--- src/rtl/pwr_stamp_pkg.sv ---
package pwr_stamp_pkg;

  typedef struct packed {
    logic captDown;
    logic captUp;
    logic clearAll;
  } stampStrobe_t;

endpackage

--- src/rtl/pwr_stamp_ctrl.sv ---
module pwr_stamp_ctrl
  import pwr_stamp_pkg::*;
#(
  parameter int ADDR_W      = 5,
  parameter int DATA_W      = 8,
  parameter int SYNC_STAGES = 2,
  parameter int STATUS_ADDR = 3,
  parameter int FLAG_BIT    = 4
) (
  input  logic              clk,
  input  logic              rstN,
  input  logic              supplyGood,
  input  logic              oscRunning,
  input  logic              backupPresent,
  input  logic [ADDR_W-1:0] regAddr,
  input  logic              regWrEn,
  input  logic [DATA_W-1:0] regWrData,
  output stampStrobe_t      strobe,
  output logic              batFlag
);

  localparam logic [ADDR_W-1:0] STATUS_SEL = ADDR_W'(STATUS_ADDR);

  // synchronizer chain; resets to "supply good" so no edge fires out of reset
  logic [SYNC_STAGES-1:0] syncChain;
  logic                   supplyPrev;
  logic                   supplyNow;
  logic                   fallSeen;
  logic                   riseSeen;
  logic                   armed;
  logic                   clearReq;

  always_ff @(posedge clk) begin
    if (!rstN) begin
      syncChain  <= '1;
      supplyPrev <= 1'b1;
    end else begin
      syncChain  <= {syncChain[SYNC_STAGES-2:0], supplyGood};
      supplyPrev <= syncChain[SYNC_STAGES-1];
    end
  end

  assign supplyNow = syncChain[SYNC_STAGES-1];
  assign fallSeen  = supplyPrev & ~supplyNow;
  assign riseSeen  = ~supplyPrev & supplyNow;
  assign armed     = backupPresent & oscRunning;
  assign clearReq  = regWrEn && (regAddr == STATUS_SEL) && !regWrData[FLAG_BIT];

  always_comb begin
    strobe.captDown = fallSeen & armed;
    strobe.captUp   = riseSeen & armed;
    strobe.clearAll = clearReq;
  end

  // capture outranks a simultaneous clear
  always_ff @(posedge clk) begin
    if (!rstN) begin
      batFlag <= 1'b0;
    end else if (strobe.captDown) begin
      batFlag <= 1'b1;
    end else if (strobe.clearAll) begin
      batFlag <= 1'b0;
    end
  end

endmodule

--- src/rtl/pwr_stamp_dp.sv ---
module pwr_stamp_dp
  import pwr_stamp_pkg::*;
#(
  parameter int ADDR_W      = 5,
  parameter int DATA_W      = 8,
  parameter int STAMP_BYTES = 4,
  parameter int STATUS_ADDR = 3,
  parameter int FLAG_BIT    = 4,
  parameter int DOWN_BASE   = 24,
  parameter int UP_BASE     = 28
) (
  input  logic                          clk,
  input  logic                          rstN,
  input  stampStrobe_t                  strobe,
  input  logic                          batFlag,
  input  logic [STAMP_BYTES*DATA_W-1:0] timeNow,
  input  logic [ADDR_W-1:0]             regAddr,
  output logic [DATA_W-1:0]             regRdData
);

  localparam logic [ADDR_W-1:0] STATUS_SEL = ADDR_W'(STATUS_ADDR);

  logic [DATA_W-1:0] downSnap [STAMP_BYTES];
  logic [DATA_W-1:0] upSnap   [STAMP_BYTES];

  for (genvar g = 0; g < STAMP_BYTES; g++) begin : gSnap
    always_ff @(posedge clk) begin
      if (!rstN) begin
        downSnap[g] <= '0;
      end else if (strobe.captDown) begin
        downSnap[g] <= timeNow[g*DATA_W +: DATA_W];
      end else if (strobe.clearAll) begin
        downSnap[g] <= '0;
      end
    end

    always_ff @(posedge clk) begin
      if (!rstN) begin
        upSnap[g] <= '0;
      end else if (strobe.captUp) begin
        upSnap[g] <= timeNow[g*DATA_W +: DATA_W];
      end else if (strobe.clearAll) begin
        upSnap[g] <= '0;
      end
    end
  end

  always_comb begin
    regRdData = '0;
    if (regAddr == STATUS_SEL) begin
      regRdData[FLAG_BIT] = batFlag;
    end
    for (int i = 0; i < STAMP_BYTES; i++) begin
      if (regAddr == ADDR_W'(DOWN_BASE + i)) regRdData = downSnap[i];
      if (regAddr == ADDR_W'(UP_BASE + i))   regRdData = upSnap[i];
    end
  end

endmodule

--- src/rtl/pwr_stamp.sv ---
module pwr_stamp
  import pwr_stamp_pkg::*;
#(
  parameter int DATA_W      = 8,
  parameter int STAMP_BYTES = 4,
  parameter int ADDR_W      = 5,
  parameter int SYNC_STAGES = 2,
  parameter int STATUS_ADDR = 3,
  parameter int FLAG_BIT    = 4,
  parameter int DOWN_BASE   = 24,
  parameter int UP_BASE     = 28
) (
  input  logic                          clk,
  input  logic                          rstN,
  input  logic                          supplyGood,
  input  logic                          oscRunning,
  input  logic                          backupPresent,
  input  logic [STAMP_BYTES*DATA_W-1:0] timeNow,
  input  logic [ADDR_W-1:0]             regAddr,
  input  logic                          regWrEn,
  input  logic [DATA_W-1:0]             regWrData,
  output logic [DATA_W-1:0]             regRdData
);

  stampStrobe_t strobe;
  logic         batFlag;

  pwr_stamp_ctrl #(
    .ADDR_W(ADDR_W), .DATA_W(DATA_W), .SYNC_STAGES(SYNC_STAGES),
    .STATUS_ADDR(STATUS_ADDR), .FLAG_BIT(FLAG_BIT)
  ) u_ctrl (
    .clk(clk), .rstN(rstN), .supplyGood(supplyGood),
    .oscRunning(oscRunning), .backupPresent(backupPresent),
    .regAddr(regAddr), .regWrEn(regWrEn), .regWrData(regWrData),
    .strobe(strobe), .batFlag(batFlag)
  );

  pwr_stamp_dp #(
    .ADDR_W(ADDR_W), .DATA_W(DATA_W), .STAMP_BYTES(STAMP_BYTES),
    .STATUS_ADDR(STATUS_ADDR), .FLAG_BIT(FLAG_BIT),
    .DOWN_BASE(DOWN_BASE), .UP_BASE(UP_BASE)
  ) u_dp (
    .clk(clk), .rstN(rstN), .strobe(strobe), .batFlag(batFlag),
    .timeNow(timeNow), .regAddr(regAddr), .regRdData(regRdData)
  );

endmodule

--- config.mk ---
export PLATFORM = sky130hd
export DESIGN_NAME = pwr_stamp
export DESIGN_NICKNAME = d
export VERILOG_FILES = /design/src/rtl/pwr_stamp_pkg.sv /design/src/rtl/pwr_stamp_ctrl.sv /design/src/rtl/pwr_stamp_dp.sv /design/src/rtl/pwr_stamp.sv
export SDC_FILE = /design/constraint.sdc
export NUM_CORES = 1
export LEC_CHECK = 0
export ABC_AREA = 1
export BUFFER_PORTS_ARGS = -buffer_cell sky130_fd_sc_hd__buf_2
export CAP_MARGIN = 20
export CELL_PAD_IN_SITES_DETAIL_PLACEMENT = 1
export CELL_PAD_IN_SITES_GLOBAL_PLACEMENT = 1
export CORE_UTILIZATION = 44
export CTS_BUF_LIST = sky130_fd_sc_hd__clkbuf_8
export CTS_CLUSTER_DIAMETER = 80
export DETAILED_ROUTE_END_ITERATION = 8
export PLACE_DENSITY = 0.8
export SYNTH_ARGS = -nofsm -noshare
export SYNTH_HDL_FRONTEND = slang
export SYNTH_SLANG_ARGS = --single-unit
--- constraint.sdc ---
create_clock -name clk -period 1.7 [get_ports clk]
set_input_delay 0.34 -clock clk [delete_from_list [all_inputs] [get_ports clk]]
set_output_delay 0.34 -clock clk [all_outputs]
set_load 0.1 [all_outputs]
==> results.md <==
- Logic gate share of total power: roughly an eighth
- Failing checks: negative setup slack
- Finished Core Util: about 63%
- DR pass1 iterations: 4
- Outcome: finished with violations
- GPL Wtd Cong: between 0.8 and 0.9
- Total core area: ~6900 um^2
- Final worst setup slack: -0.177 ns
- Skew-Pair Late Insertion Delay: roughly 0.35 ns
- Worst-path clk slew: around 0.07 ns
- Static leakage: 0.00197 uW
- Proportion of layout cells with a drive suffix above 1: 35.3%
- Placed cell area: just under 4000 um^2
- Final setup fails: 8
- First-pass GRT wire length: between 10000 and 15000 um
- Crit Path Max Fanout: 7
- P_int: about 2700 uW
- Sequential-to-total area share from yosys stat: ~63%
- CP Class: in2out
- Die Y: around 87 um
- Max Cap Viol: 0
- Synth Register Bits: slightly below 70
- YS warnings: 0
- Worst EP required: ~1.4 ns
- Number of global-route vias before repair: 2837
- Worst vdd ir: 0.545 mV
- CP Launch Type: primary input
- Seq pwr share: a little over half
- Met1 usage in global routing: 27.8%
- Row count: 30
- Antenna violations before repair: 0
- Vias post-DR: 2562
- I/O pin count: 59
- Filler instances: 770
- Achievable Freq: roughly 530 MHz
- Post-route clock period utilization: 110%
- Clock Sinks: roughly 70
- Slew HR: 78.4%
- Antenna Violating Nets Remaining: 0
- Net Sw Frac: between 20 and 25%
- H-tree lvl count: 3
- GRT Total Usage: around 26%
- Full die area: 7510 um^2
- Initial Utilization: between 40% and 50%
- Grt ovf: 0
- DP Cell Count: between 400 and 500
- Clk root buf: clkbuf_8
- Final hold violations: 0
- Netlist cell types: 21
- Crit path capture type: output pin
- Post-route cell area: between 4000 and 5000 um^2
- WL final: approximately 8900 um
- I/O Buffers: a little over 50
- DR DRC count: 0
- Avg Cell Area, Syn: between 9 and 10 um^2
- Synth Cell Area: ~3200 um^2
- Fin crit period: 1.88 ns
- Hpwl dp: roughly 6300 um
- CTS max path bufs: 2
- Met2 usage: 47.9%
- Critical Path AT: 1.54 ns
- Slew Limit Fails: 0
- Via density per instance: roughly 5.0
- TritonCTS clock tree: done
- Syn-to-layout area delta: 37.7%
- Total Power: approximately 3600 uW
- Met3 Track Usage GR: under 10%
- Skew final: between 0.006 and 0.007 ns
- Synthesized instance count: roughly 330
- Mapped Nets: between 300 and 400
- Switching power: 899 uW
- Ant diodes: 0
- Nets: 465
- CTS buffer count: 9
- PD cells: around 830 nW/um^2
- DR WL/cell: between 15 and 20 um
- RSZ-0062 raised after global routing: true
- Die W: between 80 and 90 um
- Fin cells: between 500 and 600
- Hold WC Path Type: in2reg
- Iter 0 DRT Violations: between 100 and 150
- Gr busiest metal: met2
- Clock power share: approximately a third
- Largest net degree at the start of global routing: 34
- Worst-margin pin slew: 0.322 ns
- Hold_ws: 0.168 ns
synth_stat cells:
master,n,area [um^2]
buf_2,3,15.0
clkbuf_1,3,11.3
nand3_1,10,50.1
nor3_1,7,35.0
nand2_2,4,25.0
nor3b_1,1,7.51
inv_2,5,18.8
nor2_8,1,20.0
nand2_4,1,11.3
buf_6,1,11.3
inv_1,53,199
nor2_2,7,43.8
or2_2,4,25.0
nor2_4,3,33.8
edfxtp_1,64,1920
nor2_1,80,300
nand2_1,54,203
nand4_1,20,125
inv_4,2,12.5
dfxtp_1,4,80.1
or2_0,1,6.26
area by class of cell:
cell class / instances / area [um^2] / area share, %
inverters: 60 / 258 / 5.93
well taps: 96 / 120 / 2.76
multi-input cells: 193 / 1050 / 24.1
repair buffers: 82 / 733 / 16.9
clock buffers: 9 / 124 / 2.85
flip-flops and latches: 68 / 2000 / 46.1
clock inverters: 7 / 58.8 / 1.35
placed cells by master (no fill, tap or decap), types with 4 or more instances in the layout:
cell,count
edfxtp_1,64
or2_2,4
buf_12,14
nor2_2,9
inv_4,4
nand2_2,5
nand2_1,51
buf_6,6
dfxtp_1,4
inv_1,51
buf_2,38
nor2_4,8
nor2_1,73
nand4_1,20
buf_4,22
nand3_2,6
clkbuf_8,9
sequential cells by signal, summed over array words and instances (netlist names):
register / count
u_dp.downSnap: 32
u_dp.upSnap: 32
u_ctrl.syncChain: 2
u_ctrl.batFlag: 1
u_ctrl.supplyPrev: 1
path summary, 6_finish.rpt:
| kind | start | end | slack [ns] | depth (start not counted) |
|---|---|---|---|---|
| worst max-delay path | regAddr[3] | regRdData[2] | -0.18 | 10 |
| worst min-delay path | supplyGood | u_ctrl.syncChain[0]$_SDFF_PN1_ | 0.17 | 3 |
| worst max register to register | u_ctrl.syncChain[1]$_SDFF_PN1_ | u_dp.upSnap[0][2]$_SDFFCE_PP0P_ | 0.26 | 5 |
| worst min register to register | u_ctrl.syncChain[0]$_SDFF_PN1_ | u_ctrl.syncChain[1]$_SDFF_PN1_ | 0.42 | 2 |
power by group through the flow:
| stage | registers [uW] | clock network [uW] | logic (uW) |
|---|---|---|---|
| finish | 1920 | 1260 | 441 |
| global route | 1920 | 1340 | 471 |
| global placement | 1950 | 0 | 391 |
| CTS | 1920 | 1280 | 436 |
| floorplan | 1950 | 0 | 205 |
| detailed placement | 1960 | 0 | 404 |
cell families after synthesis:
kind of cell | Yosys count | synth area share, %
buf+inv | 67 | 8.49
flops | 68 | 63.4
simple gates | 193 | 28.1
layer usage:
| metal | vias up | part of all wire, % |
|---|---|---|
| li1 | 1218 | - |
| met1 | 1258 | 39 |
| met2 | 56 | 55 |
| met3 | 30 | 3.0 |
| met4 | 0 | 3.0 |
| met5 | - | 0 |
through the flow:
stage	TNS, ns	setup WS, ns
finish	-1.06	-0.177
global route	-1.60	-0.247
CTS	-1.13	-0.173
detailed placement	-11.32	-0.389
global placement	-9.00	-0.315
floorplan	-2.27	-0.389
critical path, cell delays in order:
cell and delay [ns]:
buf_12 0.11, inv_12 0.03, nor2_4 0.14, nand2_4 0.09, nor2_4 0.18, nand2_1 0.08
nand4_1 0.14, nor2_1 0.06, nand4_1 0.15, buf_12 0.19
repair_timing:
| action | CTS | global route |
|---|---|---|
| hold buffers | 0 | 0 |
| gates resized for setup | 40 | 8 |
| endpoints found under the hold margin | 0 | 0 |
| pin swaps | 35 | 1 |
| setup endpoints to repair | 8 | 8 |
| setup buffers | 4 | 0 |
Note: power is estimated with default switching activity, not from simulation.
